==> src/rtl/hpw_pkg.sv <==
package hpw_pkg;
  typedef enum logic [2:0] {
    ST_IDLE, ST_ANCHOR, ST_CHAIN, ST_FRAME_RD, ST_FRAME_WR, ST_RESP
  } walkState_t;

  typedef enum logic [1:0] {
    FLT_NONE = 2'd0, FLT_PAGE = 2'd1, FLT_PROT = 2'd2, FLT_CHAIN = 2'd3
  } fault_t;

  typedef enum logic [1:0] {
    SEL_ANCHOR, SEL_CHAIN, SEL_FRAME
  } addrSel_t;

  typedef struct packed {
    logic     loadReq;
    logic     loadPtr;
    logic     loadEntry;
    logic     loadFrame;
    logic     memReq;
    logic     memWrite;
    addrSel_t addrSel;
  } strobes_t;

  typedef struct packed {
    logic anchorNull;
    logic tagHit;
    logic nextNull;
    logic wrDenied;
    logic cntLast;
  } status_t;
endpackage

==> src/rtl/hpw_ctrl.sv <==
module hpw_ctrl
  import hpw_pkg::*;
(
  input  logic     clk,
  input  logic     rstN,
  input  logic     reqValid,
  input  logic     memAck,
  input  status_t  stat,
  output strobes_t stb,
  output logic     reqReady,
  output logic     rspValid,
  output logic [1:0] rspFault
);
  walkState_t state, nextState;
  fault_t     faultReg, nextFault;

  always_ff @(posedge clk) begin
    if (!rstN) begin
      state    <= ST_IDLE;
      faultReg <= FLT_NONE;
    end else begin
      state    <= nextState;
      faultReg <= nextFault;
    end
  end

  always_comb begin
    stb       = '0;
    stb.addrSel = SEL_ANCHOR;
    nextState = state;
    nextFault = faultReg;
    case (state)
      ST_IDLE: if (reqValid) begin
        stb.loadReq = 1'b1;
        nextFault   = FLT_NONE;
        nextState   = ST_ANCHOR;
      end
      ST_ANCHOR: begin
        stb.memReq = 1'b1;
        if (memAck) begin
          if (stat.anchorNull) begin
            nextFault = FLT_PAGE;
            nextState = ST_RESP;
          end else begin
            stb.loadPtr = 1'b1;
            nextState   = ST_CHAIN;
          end
        end
      end
      ST_CHAIN: begin
        stb.memReq  = 1'b1;
        stb.addrSel = SEL_CHAIN;
        if (memAck) begin
          stb.loadEntry = 1'b1;
          if (stat.tagHit) begin
            if (stat.wrDenied) begin
              nextFault = FLT_PROT;
              nextState = ST_RESP;
            end else begin
              nextState = ST_FRAME_RD;
            end
          end else if (stat.nextNull) begin
            nextFault = FLT_PAGE;
            nextState = ST_RESP;
          end else if (stat.cntLast) begin
            nextFault = FLT_CHAIN;
            nextState = ST_RESP;
          end
        end
      end
      ST_FRAME_RD: begin
        stb.memReq  = 1'b1;
        stb.addrSel = SEL_FRAME;
        if (memAck) begin
          stb.loadFrame = 1'b1;
          nextState     = ST_FRAME_WR;
        end
      end
      ST_FRAME_WR: begin
        stb.memReq   = 1'b1;
        stb.memWrite = 1'b1;
        stb.addrSel  = SEL_FRAME;
        if (memAck) begin
          nextFault = FLT_NONE;
          nextState = ST_RESP;
        end
      end
      default: nextState = ST_IDLE;
    endcase
  end

  assign reqReady = (state == ST_IDLE);
  assign rspValid = (state == ST_RESP);
  assign rspFault = faultReg;
endmodule

==> src/rtl/hpw_datapath.sv <==
module hpw_datapath
  import hpw_pkg::*;
#(
  parameter int VPN_W  = 20,
  parameter int PFN_W  = 20,
  parameter int OFF_W  = 12,
  parameter int PTR_W  = 20,
  parameter int ADDR_W = 32,
  parameter int DATA_W = 64,
  parameter int CNT_W  = 8
) (
  input  logic              clk,
  input  logic              rstN,
  input  strobes_t          stb,
  input  logic [VPN_W-1:0]  reqVpn,
  input  logic [OFF_W-1:0]  reqOff,
  input  logic              reqWrite,
  input  logic [4:0]        cfgAnchorBits,
  input  logic [ADDR_W-1:0] cfgAnchorBase,
  input  logic [ADDR_W-1:0] cfgChainBase,
  input  logic [ADDR_W-1:0] cfgFrameBase,
  input  logic [CNT_W-1:0]  cfgMaxChain,
  input  logic [DATA_W-1:0] memRdata,
  output status_t           stat,
  output logic [ADDR_W-1:0] memAddr,
  output logic [DATA_W-1:0] memWdata,
  output logic [PFN_W+OFF_W-1:0] physAddr
);
  localparam int PFN_LSB = VPN_W;
  localparam int NXT_LSB = VPN_W + PFN_W;
  localparam int WP_BIT  = VPN_W + PFN_W + PTR_W;

  logic [VPN_W-1:0]  vpnReg;
  logic [OFF_W-1:0]  offReg;
  logic              wrReg;
  logic [PTR_W-1:0]  ptrReg;
  logic [PFN_W-1:0]  frameReg;
  logic [CNT_W-1:0]  cntReg;
  logic [DATA_W-1:0] frameWord;

  always_ff @(posedge clk) begin
    if (!rstN) begin
      vpnReg <= '0; offReg <= '0; wrReg <= 1'b0;
      ptrReg <= '0; frameReg <= '0; cntReg <= '0; frameWord <= '0;
    end else begin
      if (stb.loadReq) begin
        vpnReg <= reqVpn;
        offReg <= reqOff;
        wrReg  <= reqWrite;
        cntReg <= '0;
      end
      if (stb.loadPtr) ptrReg <= memRdata[PTR_W-1:0];
      if (stb.loadEntry) begin
        ptrReg   <= memRdata[NXT_LSB +: PTR_W];
        frameReg <= memRdata[PFN_LSB +: PFN_W];
        cntReg   <= cntReg + 1'b1;
      end
      if (stb.loadFrame) frameWord <= memRdata;
    end
  end

  // XOR-fold of the page number, masked to the configured bucket count
  logic [VPN_W-1:0] folded, bucketMask, hashIdx;
  always_comb begin
    folded     = vpnReg ^ (vpnReg >> cfgAnchorBits);
    bucketMask = (VPN_W'(1) << cfgAnchorBits) - VPN_W'(1);
    hashIdx    = folded & bucketMask;
  end

  always_comb begin
    case (stb.addrSel)
      SEL_CHAIN: memAddr = cfgChainBase + ADDR_W'(ptrReg);
      SEL_FRAME: memAddr = cfgFrameBase + ADDR_W'(frameReg);
      default:   memAddr = cfgAnchorBase + ADDR_W'(hashIdx);
    endcase
  end

  assign memWdata = frameWord | DATA_W'(1) | (DATA_W'(wrReg) << 1);
  assign physAddr = {frameReg, offReg};

  always_comb begin
    stat.anchorNull = &memRdata[PTR_W-1:0];
    stat.tagHit     = (memRdata[VPN_W-1:0] == vpnReg);
    stat.nextNull   = &memRdata[NXT_LSB +: PTR_W];
    stat.wrDenied   = wrReg & ~memRdata[WP_BIT];
    stat.cntLast    = ({1'b0, cntReg} + 1'b1) >= {1'b0, cfgMaxChain};
  end
endmodule

==> src/rtl/hpw_walker.sv <==
module hpw_walker
  import hpw_pkg::*;
#(
  parameter int VPN_W  = 20,
  parameter int PFN_W  = 20,
  parameter int OFF_W  = 12,
  parameter int PTR_W  = 20,
  parameter int ADDR_W = 32,
  parameter int DATA_W = 64,
  parameter int CNT_W  = 8
) (
  input  logic              clk,
  input  logic              rstN,
  input  logic              reqValid,
  output logic              reqReady,
  input  logic [VPN_W-1:0]  reqVpn,
  input  logic [OFF_W-1:0]  reqOff,
  input  logic              reqWrite,
  input  logic [4:0]        cfgAnchorBits,
  input  logic [ADDR_W-1:0] cfgAnchorBase,
  input  logic [ADDR_W-1:0] cfgChainBase,
  input  logic [ADDR_W-1:0] cfgFrameBase,
  input  logic [CNT_W-1:0]  cfgMaxChain,
  output logic              memReq,
  output logic              memWrite,
  output logic [ADDR_W-1:0] memAddr,
  output logic [DATA_W-1:0] memWdata,
  input  logic              memAck,
  input  logic [DATA_W-1:0] memRdata,
  output logic              rspValid,
  output logic [PFN_W+OFF_W-1:0] rspAddr,
  output logic [1:0]        rspFault
);
  strobes_t stb;
  status_t  stat;

  hpw_ctrl uCtrl (
    .clk(clk), .rstN(rstN), .reqValid(reqValid), .memAck(memAck),
    .stat(stat), .stb(stb), .reqReady(reqReady), .rspValid(rspValid),
    .rspFault(rspFault)
  );

  hpw_datapath #(
    .VPN_W(VPN_W), .PFN_W(PFN_W), .OFF_W(OFF_W), .PTR_W(PTR_W),
    .ADDR_W(ADDR_W), .DATA_W(DATA_W), .CNT_W(CNT_W)
  ) uDp (
    .clk(clk), .rstN(rstN), .stb(stb), .reqVpn(reqVpn), .reqOff(reqOff),
    .reqWrite(reqWrite), .cfgAnchorBits(cfgAnchorBits),
    .cfgAnchorBase(cfgAnchorBase), .cfgChainBase(cfgChainBase),
    .cfgFrameBase(cfgFrameBase), .cfgMaxChain(cfgMaxChain),
    .memRdata(memRdata), .stat(stat), .memAddr(memAddr),
    .memWdata(memWdata), .physAddr(rspAddr)
  );

  assign memReq   = stb.memReq;
  assign memWrite = stb.memWrite;
endmodule

==> config.mk <==
export PLATFORM = sky130hd
export DESIGN_NAME = hpw_walker
export DESIGN_NICKNAME = d
export VERILOG_FILES = /design/src/rtl/hpw_pkg.sv /design/src/rtl/hpw_ctrl.sv /design/src/rtl/hpw_datapath.sv /design/src/rtl/hpw_walker.sv
export SDC_FILE = /design/constraint.sdc
export NUM_CORES = 1
export LEC_CHECK = 0
export BUFFER_PORTS_ARGS = -buffer_cell sky130_fd_sc_hd__clkbuf_2
export CAP_MARGIN = 10
export CORE_MARGIN = 5
export CORE_UTILIZATION = 40
export DETAILED_ROUTE_END_ITERATION = 16
export SETUP_SLACK_MARGIN = 0.02
export SKIP_CTS_REPAIR_TIMING = 1
export SLEW_MARGIN = 10
export SYNTH_ARGS = -nofsm -noshare
export SYNTH_HDL_FRONTEND = slang
export SYNTH_SLANG_ARGS = --single-unit
==> constraint.sdc <==
create_clock -name clk -period 6.3 [get_ports clk]
set_input_delay 0.63 -clock clk [delete_from_list [all_inputs] [get_ports clk]]
set_output_delay 0.63 -clock clk [all_outputs]
set_load 0.05 [all_outputs]
Word-level counts from Yosys, hierarchy flattened
Index checks and enable logic that the tools add are counted.
{"block": "totals", "reg_bits": 150, "wordCells": 86}
{"block": "op_classes", "n_reduce_logical": 10, "bitwise": 5, "eq_ne": 16, "addsub": 6, "shift": 2, "order_cmp": 1, "n_mux": 37}
{"cell": "$add A32 B20 Y32", "n": 3}
{"cell": "$or A64 B2 Y64", "n": 1}
{"cell": "$pmux W32 S2", "n": 1}
{"cell": "$mux W20", "n": 2}
{"cell": "$reduce_and A20 Y1", "n": 2}
{"cell": "$mux W3", "n": 10}
{"cell": "$and A20 B20 Y20", "n": 1}
{"cell": "$eq A20 B20 Y1", "n": 1}
{"cell": "$shl A1 B5 Y20 const A", "n": 1}
{"cell": "$shr A20 B5 Y20", "n": 1}
{"cell": "$sub A20 B2 Y20 const B", "n": 1}
{"cell": "$xor A20 B20 Y20", "n": 1}
{"cell": "$mux W2", "n": 9}
{"cell": "$mux W8", "n": 2}
{"cell": "$pmux W3 S5", "n": 1}
{"cell": "$ne A2 B2 Y1 const B", "n": 6}
{"cell": "$mux W1", "n": 10}
{"cell": "$add A8 B1 Y9 const B", "n": 1}
{"cell": "$ge A9 B8 Y1", "n": 1}
{"cell": "$add A8 B1 Y8 const B", "n": 1}
{"cell": "$pmux W2 S4", "n": 1}
{"cell": "$reduce_and A8 Y1", "n": 1}
{"cell": "$eq A3 B2 Y1 const B", "n": 2}
{"cell": "$eq A3 B3 Y1 const B", "n": 2}
{"cell": "14 further kinds", "n": 15}

Longest topological paths before layout
{"block": "depth", "word_depth": 7, "depth_mapped": 20, "depth_no_buf": 19}

By module
Synthesis repeated with hierarchy kept, for this count alone.
{"block": "unflattened", "hier_cells": 1514, "area_unflattened_um2": 12613.3}
{"module": "hpw_datapath", "area_per_inst_um2": 12154.2, "seq_area_each_um2": 2882.8, "n_inst": 1, "cells_per_inst": 1455}
{"module": "hpw_ctrl", "area_per_inst_um2": 459.2, "seq_area_each_um2": 100.1, "n_inst": 1, "cells_per_inst": 59}

Worst setup path before layout
Ideal clock, no wire load.
{"block": "synth_path", "path_kind": "input port to output port", "from": "input cfgAnchorBits[0]", "to": "output memAddr[28]", "path_stages": 18, "required_time_ns": 5.670, "slack_ns": 0.686, "t_arrival_ns": 4.984, "n_path_buf": 1, "path_cell_list": "buf_2 mux4_2 and2_1 a211oi_1 a211oi_1 a31oi_1 xnor2_1 ha_1 inv_1 fa_1 nor2b_1 o31ai_1 a211oi_1 o21bai_1 a31o_2 a21boi_0 xnor2_1 o21ai_0"}
{"block": "synth_between", "elab_chain_cells": 5, "elab_cells_between_ends": 7, "cone_classes": "2 x add/sub; 2 x shift; 1 x mux; 2 x bitwise"}
{"item": "start: declaration", "line": "hpw_walker.sv:19", "text": "input logic [4:0] cfgAnchorBits,"}
{"item": "$shl A1 B5 Y20 or $shr A20 B5 Y20 (tied branches)", "line": "hpw_datapath.sv:66, hpw_datapath.sv:65"}
{"item": "$sub A20 B2 Y20 or $xor A20 B20 Y20 (tied branches)", "line": "hpw_datapath.sv:66, hpw_datapath.sv:65"}
{"item": "$and A20 B20 Y20 *", "line": "hpw_datapath.sv:67", "text": "hashIdx = folded & bucketMask;"}
{"item": "$add A32 B20 Y32 *", "line": "hpw_datapath.sv:74", "text": "default: memAddr = cfgAnchorBase + ADDR_W'(hashIdx);"}
{"item": "$pmux W32 S2 *", "line": "hpw_datapath.sv:71", "text": "case (stb.addrSel)"}
{"item": "end: declaration", "line": "hpw_walker.sv:26", "text": "output logic [ADDR_W-1:0] memAddr,"}
Mark *: on every way between the ends. The rest lies on a longest branch, timed or not.

Worst setup path in the final report
{"block": "layout_path", "from": "input cfgAnchorBits[0]", "to": "output memAddr[31]"}
Same word-level chain as after synthesis.

==> out/qor.yml <==
setup_viol: 0
maxSlewViolCount: 0
fin_tns_setup_ns: 0
yosysSeqAreaShare_pct: 23.7
finClkSkew_ns: 0.00807
layout_commonest_cell: "nand2_1"
slowest_delay_ns: 0.38
critPathBufInv: 3
cts_root_buf: "clkbuf_16"
grt_setup_unrepaired: "false"
max-slew-margin-rel_pct: 28.1
die_w_um: 188
initial_core_util_pct: 40.3
final_cell_mix: "347 x nand2_1, 341 x clkbuf_2, 149 x dfxtp_1, 124 x a21boi_0, 97 x a21oi_1"
place_area_um2: 14100
core_area_um2: 31300
drt_first_pass_iters: 5
drt-initial-drc-count: 891
max_freq_ghz: 0.179
p_leak_uw: 0.00654
hpwl_mm: 36.8
slowest_stage: "o21ai_0"
placementRows: 65
critical_path_class: "input port to output pin"
antenna_found_initial: 5
synth_cell_types: 85
numCtsBuffers: 17
grt_max_degree: 115
via_count: 12940
synth.net_count: 1972
drcViolationCount: 0
r2r_start: "uDp.cntReg[0]"
viasPerCell: 5.56
min_path_cells: 3
r2r_slack_ns: 3.42
wl_mm: 46.0
final_util_pct: 46.9
nets: 2193
synth_area_um2: 12600
syn_inst: 1687
multi_input_area_um2: 8680
required_ns: 5.67
final_antenna_net_count: 0
finalHoldViolCount: 0
grt_pass1_wl_mm: 71.2
drv_cap: 0
cp-end-kind: "output pin"
drive_gt1_share_pct: 22.2
wl_per_cell_um: 19.8
synth.avg_cell_area_um2: 7.47
whs_endpoint: "uDp.frameWord[62]"
cts_sinks: 149
io_pins: 344
worstPathArrival_ns: 4.96
async_flop_share_pct: 0
reg2reg_depth: 12
area_growth_pct: 16.6
portBuffers: 342
dieArea_um2: 35200
max_slew.worst_pin.slew_ns: 1.08
fin_crit_sh_pct: 88.8
cp-start-kind: "input port"
fillers: 3237
clk_pin_slew_ns: 0.06
path_cells: "clkbuf_2 -> buf_4 -> nor2_1 -> nand2_1 -> ha_1 -> or2_2 -> o31ai_1 -> a22o_1 -> nand2_1 -> a21oi_1 -> ha_1 -> nand2_1 -> o21ai_0 -> a21oi_1 -> a21oi_2 -> o2111ai_2 -> a311oi_1 -> xnor2_1 -> a21oi_1 -> clkbuf_2"
min_period_ns: 5.59
synth_warnings: 0
reg2reg_to: "uCtrl.state[0]"
power_uw: 5350
crit_family: "compound AO/OA/AOI/OAI gates"
ys_ff_latch: 149
synth_edf_count: 0
finalInstanceArea_um2: 14700
hold_path_class: "input port to flip-flop"
power_density_nw_per_um2: 364
hold_ws_ns: 0.430
htree_levels: 4
yosys_most_used_dff: "dfxtp_1"
cts_tree: "built"
path_max_fanout: 19
die_h_um: 188
grt_usage_pct: 25.1
status: "complete, no violations"
grt_pass1_vias: 12453
place.gp.congestion: 0.966
irDropWorstVdd_v: 0.000261
grt-ovfl-total: 0
clockBufferDepth: 2
seq_area_um2: 2980
holdCritStartpoint: "memRdata[62]"
worstSkewPairLatency_ns: 0.43
[tightest hold or removal path, delay by kind of cell]
kind / cells / cell delay, ns
simple gates: 1 / 0.04
buf+inv: 1 / 0.08
compound gates: 1 / 0.06
[per-stage QoR]
stage | cells | setup slack [ns]
6_report | 2326 | 0.705
5_1_grt | 2323 | 0.291
4_1_cts | 2322 | 0.730
3_5_place_dp | 2291 | 0.746
3_3_place_gp | 2291 | 0.829
2_1_floorplan | 1687 | 0.686
[metal layers]
layer	up-vias	global-route usage, %	wire [um]
met5	-	0	37
met3	69	6.14	3570
li1	6393	-	-
met2	468	40.6	20800
met1	6002	33.4	20400
met4	8	7.54	1200
[cell families (layout without fill, tap and decap cells)]
kind of cell	count (synthesis)	in the layout	synth area share, %
AOI/OAI and AO/OA	503	503	27.9
xor gates and xnor gates	109	109	7.57
adders and majority gates	76	76	7.70
buffers and inverters	192	425	7.70
DFF	149	149	23.7
muxes	36	36	3.49
other	1	5	0.0298
and+or+nand+nor	621	621	22.0
[state kept, by name (all words and copies together) (netlist names)]
| signal | cells |
|---|---|
| uDp.frameReg | 20 |
| uDp.ptrReg | 20 |
| uDp.wrReg | 1 |
| uDp.frameWord | 63 |
| uCtrl.rspFault | 2 |
| uDp.offReg | 12 |
| uCtrl.state | 3 |
| uDp.vpnReg | 20 |
| uDp.cntReg | 8 |
[how the worst max path moves through the flow]
stage	from	end	slack, ns	cells past startpoint
4_1_cts	cfgAnchorBits[0]	memAddr[30]	0.73	20
3_3_place_gp	cfgAnchorBits[0]	memAddr[28]	0.83	20
6_report	cfgAnchorBits[0]	memAddr[31]	0.71	20
2_1_floorplan	cfgAnchorBits[0]	memAddr[28]	0.69	18
3_5_place_dp	cfgAnchorBits[0]	memAddr[30]	0.75	20
5_1_grt	cfgAnchorBits[0]	memAddr[30]	0.29	20
[power by group]
group / switching, uW / internal, uW
logic: 2220 / 913
clock network: 419 / 555
registers: 166 / 1070
total: 2810 / 2540
[area by class of cell]
| type | instances | area share (%) |
|---|---|---|
| repair buffers | 358 | 12.5 |
| well taps | 402 | 3.42 |
| diodes | 4 | 0.0681 |
| multi-input cells | 1346 | 59.1 |
| clock inverters | 10 | 0.690 |
| clock buffers | 21 | 3.07 |
| inverters | 36 | 0.920 |
| flip-flops and latches | 149 | 20.3 |
[synthesized netlist by cell type, drive strengths merged (8+ instances only)]
cell type | instances | area (um^2)
a21o | 23 | 173
clkbuf | 78 | 293
nand2 | 349 | 1310
nand3 | 53 | 265
a21oi | 99 | 499
xor2 | 34 | 298
a211oi | 25 | 193
nor2 | 76 | 285
a21boi | 125 | 938
a221oi | 22 | 199
nor3 | 20 | 100
nand2b | 10 | 62.6
nor2b | 17 | 106
or2 | 10 | 62.6
o31ai | 8 | 60.1
xnor2 | 75 | 657
buf | 78 | 543
o211a | 20 | 200
and2 | 16 | 103
ha | 72 | 901
o21bai | 10 | 75.1
dfxtp | 149 | 2980
o21ai | 75 | 375
a22oi | 14 | 105
o211ai | 10 | 75.1
and3 | 19 | 120
inv | 35 | 131
a31oi | 14 | 103
nand4 | 27 | 169
mux2i | 26 | 260
o21a | 11 | 82.6
Power figures use the tool's default switching activity.
